### config.mk
export PLATFORM = sky130hd
export DESIGN_NAME = nsec_window_firewall
export DESIGN_NICKNAME = d
export VERILOG_FILES = /design/src/rtl/nswf_pkg.sv /design/src/rtl/nswf_win_match.sv /design/src/rtl/nswf_cfg_regs.sv /design/src/rtl/nswf_decide.sv /design/src/rtl/nsec_window_firewall.sv
export SDC_FILE = /design/constraint.sdc
export NUM_CORES = 1
export LEC_CHECK = 0
export BUFFER_PORTS_ARGS = -buffer_cell sky130_fd_sc_hd__buf_4
export CAP_MARGIN = 15
export CORE_MARGIN = 2
export CORE_UTILIZATION = 62
export DETAILED_ROUTE_END_ITERATION = 6
export PLACE_DENSITY = 0.8
export SLEW_MARGIN = 30
export SYNTH_ARGS = -nofsm -noshare
export SYNTH_HDL_FRONTEND = slang
export SYNTH_SLANG_ARGS = --single-unit
### constraint.sdc
create_clock -name clk -period 3.75 [get_ports clk]
set_input_delay 0.75 -clock clk [delete_from_list [all_inputs] [get_ports clk]]
set_output_delay 0.75 -clock clk [all_outputs]
set_load 0.03 [all_outputs]
### src/rtl/nswf_pkg.sv
package nswf_pkg;

   // Register offsets of the configuration port; the window pairs are decoded
   // from these by the register file.
   localparam int unsigned OFF_SWITCH     = 0;
   localparam int unsigned OFF_SWITCH_ON  = 1;
   localparam int unsigned OFF_SWITCH_OFF = 2;
   localparam int unsigned OFF_WIN_FIRST  = 4;

   // Offset of the first-page register of a window.
   function automatic int unsigned first_offset(int unsigned idx);
      return OFF_WIN_FIRST + 2 * idx;
   endfunction

   // Offset of the last-page register of a window.
   function automatic int unsigned last_offset(int unsigned idx);
      return OFF_WIN_FIRST + 2 * idx + 1;
   endfunction

   // Number of offsets the register file occupies.
   function automatic int unsigned reg_span(int unsigned n_win);
      return OFF_WIN_FIRST + 2 * n_win;
   endfunction

endpackage

### src/rtl/nswf_win_match.sv
// One window comparator: hit when enabled and first <= page <= last.
module nswf_win_match #(
   parameter int unsigned PAGE_W = 20
) (
   input  logic [PAGE_W-1:0] page,
   input  logic [PAGE_W-1:0] first_pg,
   input  logic [PAGE_W-1:0] last_pg,
   input  logic              enabled,
   output logic              hit
);

   logic above_first;
   logic below_last;

   always_comb begin
      above_first = (page >= first_pg);
      below_last  = (page <= last_pg);
      hit         = enabled & above_first & below_last;
   end

endmodule

### src/rtl/nswf_cfg_regs.sv
// Secure-only configuration registers: switch bank and per-window page bounds.
module nswf_cfg_regs #(
   parameter int unsigned NUM_WIN   = 6,
   parameter int unsigned ADDR_W    = 32,
   parameter int unsigned PAGE_BITS = 12,
   parameter int unsigned CFG_AW    = 4,
   localparam int unsigned PAGE_W   = ADDR_W - PAGE_BITS
) (
   input  logic                           clk,
   input  logic                           rst_n,
   input  logic                           wr_en,
   input  logic                           wr_secure,
   input  logic [CFG_AW-1:0]              wr_addr,
   input  logic [ADDR_W-1:0]              wr_data,
   output logic [NUM_WIN-1:0]             en_q,
   output logic [NUM_WIN-1:0][PAGE_W-1:0] first_q,
   output logic [NUM_WIN-1:0][PAGE_W-1:0] last_q
);

   localparam logic [CFG_AW-1:0] A_SWITCH = CFG_AW'(nswf_pkg::OFF_SWITCH);
   localparam logic [CFG_AW-1:0] A_ON     = CFG_AW'(nswf_pkg::OFF_SWITCH_ON);
   localparam logic [CFG_AW-1:0] A_OFF    = CFG_AW'(nswf_pkg::OFF_SWITCH_OFF);

   logic                wr_ok;
   logic [NUM_WIN-1:0]  wr_bits;
   logic [PAGE_W-1:0]   wr_page;
   logic [NUM_WIN-1:0]  en_d;
   logic                unused_low_data;

   assign wr_ok           = wr_en & wr_secure;
   assign wr_bits         = wr_data[NUM_WIN-1:0];
   assign wr_page         = wr_data[ADDR_W-1:PAGE_BITS];
   assign unused_low_data = ^wr_data;

   // Switch bank: whole write, set-by-one, clear-by-one.
   always_comb begin
      en_d = en_q;
      if (wr_ok) begin
         case (wr_addr)
            A_SWITCH: en_d = wr_bits;
            A_ON:     en_d = en_q | wr_bits;
            A_OFF:    en_d = en_q & ~wr_bits;
            default:  en_d = en_q;
         endcase
      end
   end

   always_ff @(posedge clk or negedge rst_n) begin
      if (!rst_n) en_q <= '0;
      else        en_q <= en_d;
   end

   // Page bound registers, one pair per window.
   for (genvar g = 0; g < NUM_WIN; g++) begin : g_win
      localparam logic [CFG_AW-1:0] A_FIRST = CFG_AW'(nswf_pkg::first_offset(g));
      localparam logic [CFG_AW-1:0] A_LAST  = CFG_AW'(nswf_pkg::last_offset(g));

      logic [PAGE_W-1:0] first_r;
      logic [PAGE_W-1:0] last_r;

      always_ff @(posedge clk or negedge rst_n) begin
         if (!rst_n) begin
            first_r <= '0;
            last_r  <= '0;
         end else if (wr_ok) begin
            if (wr_addr == A_FIRST) first_r <= wr_page;
            if (wr_addr == A_LAST)  last_r  <= wr_page;
         end
      end

      assign first_q[g] = first_r;
      assign last_q[g]  = last_r;
   end

endmodule

### src/rtl/nswf_decide.sv
// Final verdict: secure masters always pass, others need a window hit.
module nswf_decide #(
   parameter int unsigned NUM_WIN = 6
) (
   input  logic [NUM_WIN-1:0] hits,
   input  logic               acc_secure,
   output logic               allow
);

   logic any_hit;

   always_comb begin
      any_hit = |hits;
      allow   = acc_secure | any_hit;
   end

endmodule

### src/rtl/nsec_window_firewall.sv
module nsec_window_firewall #(
   parameter int unsigned NUM_WIN   = 6,
   parameter int unsigned ADDR_W    = 32,
   parameter int unsigned PAGE_BITS = 12,
   localparam int unsigned CFG_AW   = $clog2(nswf_pkg::reg_span(NUM_WIN)),
   localparam int unsigned PAGE_W   = ADDR_W - PAGE_BITS
) (
   input  logic              clk,
   input  logic              rst_n,
   input  logic [ADDR_W-1:0] acc_addr,
   input  logic              acc_secure,
   output logic              acc_allow,
   input  logic              cfg_wr_en,
   input  logic              cfg_wr_secure,
   input  logic [CFG_AW-1:0] cfg_wr_addr,
   input  logic [ADDR_W-1:0] cfg_wr_data
);

   // Elaboration-time parameter checks.
   if (NUM_WIN < 1) begin : g_bad_count
      $error("nsec_window_firewall: NUM_WIN must be at least 1");
   end
   if (PAGE_BITS >= ADDR_W) begin : g_bad_page
      $error("nsec_window_firewall: PAGE_BITS must be below ADDR_W");
   end
   if (NUM_WIN > PAGE_BITS) begin : g_bad_overlap
      $error("nsec_window_firewall: switch bits must stay below the page field");
   end

   logic [NUM_WIN-1:0]             win_en;
   logic [NUM_WIN-1:0][PAGE_W-1:0] win_first;
   logic [NUM_WIN-1:0][PAGE_W-1:0] win_last;
   logic [NUM_WIN-1:0]             win_hit;
   logic [PAGE_W-1:0]              acc_page;
   logic                           unused_offset;

   assign acc_page      = acc_addr[ADDR_W-1:PAGE_BITS];
   assign unused_offset = ^acc_addr[PAGE_BITS-1:0];

   nswf_cfg_regs #(
      .NUM_WIN  (NUM_WIN),
      .ADDR_W   (ADDR_W),
      .PAGE_BITS(PAGE_BITS),
      .CFG_AW   (CFG_AW)
   ) i_cfg (
      .clk      (clk),
      .rst_n    (rst_n),
      .wr_en    (cfg_wr_en),
      .wr_secure(cfg_wr_secure),
      .wr_addr  (cfg_wr_addr),
      .wr_data  (cfg_wr_data),
      .en_q     (win_en),
      .first_q  (win_first),
      .last_q   (win_last)
   );

   for (genvar w = 0; w < NUM_WIN; w++) begin : g_match
      nswf_win_match #(
         .PAGE_W(PAGE_W)
      ) i_match (
         .page    (acc_page),
         .first_pg(win_first[w]),
         .last_pg (win_last[w]),
         .enabled (win_en[w]),
         .hit     (win_hit[w])
      );
   end

   nswf_decide #(
      .NUM_WIN(NUM_WIN)
   ) i_decide (
      .hits      (win_hit),
      .acc_secure(acc_secure),
      .allow     (acc_allow)
   );

endmodule

### Word-level counts from Yosys, hierarchy flattened

Cells that the tools add are included.

* latch bits: 0
* word-level logic and storage cells: 73
* output and inout bits: 1
* flip-flop bits (word level): 246
* memories: 0
* ROM bits: 0
* bits in writable memories: 0

* eq/ne operators: 14
* bitwise gates (word level): 17
* reductions and logical operators: 16
* shift operators: 0
* divide/modulo/power cells: 0
* multiply operators: 0
* $lt $le $gt $ge: 12
* add/subtract/negate cells: 0
* multiplexer cells: 1

Operator list (number)
* $ge A20 B20 Y1: 6
* $le A20 B20 Y1: 6
* $eq A4 B4 Y1 const B: 8
* $reduce_and A2 Y1: 13
* $pmux W6 S3: 1
* $eq A4 B3 Y1 const B: 4
* $and A1 B1 Y1: 13
* $and A6 B6 Y6: 1
* $not A6 Y6: 1
* $or A6 B6 Y6: 1
* $reduce_or A6 Y1: 1
* $eq A4 B1 Y1 const B: 1
* $eq A4 B2 Y1 const B: 1
* $logic_not A4 Y1: 1
* $reduce_bool A3 Y1: 1
* $or A1 B1 Y1: 1

### Longest topological paths before layout

* depth in word-level cells: 5
* gate-level depth with buffers: 9
* mapped depth without buffers: 9

### Hierarchy

From an unflattened synthesis, not the netlist that was laid out.

* cell total of the unflattened synthesis: 1402
* area, all modules: 15319.7 um2

Modules (own cells, without submodules)
* nswf_cfg_regs: times used 1, area an instance 9389.0 um2, cells each 577
* nswf_win_match: times used 6, area an instance 985.9 um2, cells each 137
* nswf_decide: times used 1, area an instance 15.0 um2, cells each 3

### Worst setup path before layout

OpenSTA, ideal clock, no wires.

* path kind: input port to output port
* start: input port acc_addr[12]
* end: output port acc_allow
* data arrival time: 2.615 ns
* setup slack: 0.385 ns
* cell stages on the path: 9
* cell sequence: inv_1 ha_1 nand2b_4 a2111oi_2 a2111oi_0 nor4_1 o21ai_0 a2bb2oi_1 nand4bb_1

* cells in the longest elaborated chain, start to end: 5
* elaborated cells between the ends (all ways): 26
* classes of those cells: order compare (12); bitwise (13); reduce/logical (1)

Ends and longest elaborated chain
* start, declared: RTL line nsec_window_firewall.sv:10 `input logic [ADDR_W-1:0] acc_addr,`
* $ge A20 B20 Y1: RTL line nswf_win_match.sv:16 `above_first = (page >= first_pg);`
* $and A1 B1 Y1 (2 in series): RTL line nswf_win_match.sv:18 `hit = enabled & above_first & below_last;`
* $reduce_or A6 Y1 (*): RTL line nswf_decide.sv:13 `any_hit = |hits;`
* $or A1 B1 Y1 (*): RTL line nswf_decide.sv:14 `allow = acc_secure | any_hit;`
* end, declared: RTL line nsec_window_firewall.sv:12 `output logic acc_allow,`

Every way passes the cells marked *; elsewhere a longest branch is shown, timed or not.

### Final worst setup path

* start: input port acc_addr[19]
* end: output port acc_allow

The elaborated chain is that of the path after synthesis.

==> results.json <==
{
  "netlist_instances": 1578,
  "final_nets": 1965,
  "min_period_over_period_pct": 98.8,
  "first_pass_iters": 7,
  "timing_hold_violations_final": 0,
  "yosys_warnings": 0,
  "place.port_buffers": 55,
  "initialDrtViolationCount": 951,
  "fp.dieArea_sq_um": 25200,
  "critical_path.reg2reg.startpoint": "i_cfg.g_win[2].first_r[18]",
  "reg2reg_to": "i_cfg.g_win[2].first_r[18]",
  "netlist_top_cells_area": "dfrtp_1 (41%), ha_1 (20%), o21ai_0 (6.8%)",
  "slew_headroom_pct": 37.9,
  "top_level_ports": 74,
  "clock_sinks": 246,
  "synth_enable_flop_cells": 0,
  "timing.critical_path.arrival_ps": 2960,
  "tns_ps": 0,
  "cellLeakagePower_uw": 0.00847,
  "dp_hpwl_um": 27300,
  "yosys.area.top_type": "dfrtp_1",
  "maxCapViolCount": 0,
  "rows": 56,
  "num_antenna_cells": 0,
  "period_minus_slack_ps": 3710,
  "critical_path_peak_fanout": 9,
  "avgSynthCellArea_sq_um": 9.42,
  "post_route_cells_drive_above_1_share_pct": 15.8,
  "viasPerCell": 5.99,
  "outcome": "completed",
  "setup.worst_path.start_class": "primary input",
  "design.core.area_sq_um": 23500,
  "reg2reg_depth": 1,
  "synth_most_common_cell": "dfrtp_1",
  "numCtsBuffers": 28,
  "clkSlewWorstSetupHoldPaths_ps": 60,
  "holdWs_ps": 135,
  "mappedNetlistNets": 1891,
  "deepest_clock_path_buffer_count": 3,
  "drtAntennaViolNets": 0,
  "tritoncts_clock_tree": "built",
  "grt_first_pass_wirelength_um": 63900,
  "p_sw_uw": 2820,
  "maximum_number_of_pins_on_one_net_before_global_route_repair": 74,
  "synth-async-reset-ratio_pct": 100,
  "synth_flop_cell": "dfrtp_1",
  "seq_power_share_pct": 38.3,
  "clock_tree.root_cell": "clkbuf_16",
  "internal_power_uw": 6170,
  "global_route.overflow_total": 0,
  "cts_post_setup_buffers_inserted": 0,
  "drv_slew": 0,
  "groute.usage.overall_pct": 31.8,
  "synthesis.area_sq_um": 14900,
  "power.share.combinational_pct": 29.1,
  "crit_path_end_kind": "output pin",
  "place_congestion": 0.900,
  "post_synth_num_cell_types": 55,
  "ff_to_ff_setup_slack_ps": 2960,
  "effective_utilization_at_floorplan_pct": 63.2,
  "clockPowerShare_pct": 32.6,
  "synth.cells.most_frequent": "dfrtp_1 (246), ha_1 (240), inv_1 (234)",
  "p_total_uw": 9000,
  "grt_pass1_vias": 12200,
  "hold_class": "primary input to asynchronous set/reset pin",
  "fin_skew_ps": 0,
  "detail_route.wirelength_um": 39500,
  "drcViolationCount": 0,
  "clock.fmax_ghz": 0.270,
  "antenna_found_initial": 1,
  "ctsHoldBuffers": 0,
  "power_switching_share_pct": 31.4,
  "kind_of_critical_path": "primary input to output pin",
  "worstMarginPinSlew_ps": 930,
  "vdd_drop_max_mv": 0.377,
  "die_h_um": 159,
  "synthesis_to_layout_area_growth_pct": 14.5,
  "die_x_um": 159,
  "pwr_density_cell_nw_per_um2": 528,
  "synth_top_area_share_pct": 41.4,
  "worstPathRequired_ps": 3000,
  "ys_seq_elements": 246,
  "detailed_route_via_count": 11900,
  "h-tree-depth": 1,
  "report.final.setup_viol": 0,
  "worstSkewPairLatency_ps": 540,
  "wl_per_cell_um": 19.8,
  "yosysSeqAreaShare_pct": 41.4
}
per-layer routing:
| metal | routed length, um | track usage [%] | share of wire [%] | up-vias |
|---|---|---|---|---|
| li1 | - | - | - | 5546 |
| met5 | 14 | 0 | 0.035 | - |
| met3 | 2870 | 4.65 | 7.2 | 133 |
| met1 | 16600 | 42.6 | 42 | 5819 |
| met2 | 18400 | 52.1 | 46 | 442 |
| met4 | 1660 | 13.2 | 4.2 | 2 |
flip-flops by register name (all words and copies together), names as in the netlist:
signal / flops
i_cfg.g_win.first_r: 120
i_cfg.en_q: 6
i_cfg.g_win.last_r: 120
timing repair:
item                       CTS  global route
setup endpoints to repair    1             1
gates cloned                 0             0
pin swaps                    5             8
resized for setup           10            20
cell usage in the layout, fill, tap and decap left out, types with 8 or more instances in the layout:
cell type	instances
nand4_1	38
ha_1	240
a21o_1	31
a21oi_1	71
nor3_1	8
clkbuf_16	29
nor2_1	32
dfrtp_1	246
buf_4	101
inv_1	233
nor2_2	8
mux2_2	68
nand2_1	213
nand3_1	16
o21ai_0	200
kinds of logic (layout without fill, tap and decap cells):
| logic type | Yosys count | in the layout | synth area share (%) |
|---|---|---|---|
| AOI/OAI and AO/OA | 374 | 374 | 14.7 |
| adders and majority gates | 240 | 240 | 20.2 |
| buffers and inverters | 296 | 392 | 7.76 |
| DFF | 246 | 246 | 41.4 |
| muxes | 69 | 69 | 5.22 |
| and+or+nand+nor | 353 | 353 | 10.7 |
worst max path at each step:
stage / from / endpoint / slack, ps / cells after the start
4_1_cts: i_cfg.g_win[1].first_r[9] / acc_allow / 3 / 11
3_5_place_dp: acc_addr[12] / acc_allow / -150 / 12
2_1_floorplan: acc_addr[12] / acc_allow / 380 / 9
5_1_grt: i_cfg.g_win[5].first_r[0] / acc_allow / -10 / 10
3_3_place_gp: acc_addr[12] / acc_allow / -80 / 12
6_report: acc_addr[19] / acc_allow / 40 / 11
worst max-delay path: stages:
cell	delay [ps]
buf_4	170
ha_1	330
a21oi_1	160
o21ai_0	240
a221oi_1	370
nor3_1	90
o31ai_2	340
a2bb2oi_2	80
buf_4	160
nand4bb_4	100
buf_6	140
layout make-up:
| cell class | instances | area [sq um] |
|---|---|---|
| multi-input cells | 1036 | 7750 |
| fillers | 1704 | 6520 |
| flip-flops and latches | 246 | 6160 |
| inverters | 234 | 878 |
| repair buffers | 106 | 845 |
| clock buffers | 39 | 823 |
| well taps | 319 | 399 |
| clock inverters | 13 | 174 |
metrics by stage:
| step | setup WS (ps) | util [%] | instance area, sq um | std cells |
|---|---|---|---|---|
| after floorplan | 385 | - | 14900 | 1578 |
| after global placement | -81.9 | 67.4 | 15900 | 1941 |
| after detailed placement | -148 | 67.4 | 15900 | 1941 |
| after CTS | 2.82 | 71.8 | 16900 | 1993 |
| after global routing | -14.2 | 72.3 | 17000 | 1993 |
| final | 44.5 | 72.3 | 17000 | 1993 |
power by group through the flow:
stage	sequential [uW]	combinational, uW	clock [uW]
floorplan	3430	1690	0
global placement	3460	2300	0
detailed placement	3490	2450	0
CTS	3450	2530	2950
global route	3510	2970	3060
finish	3450	2620	2930
No activity file was read; power rests on OpenSTA's default activity.
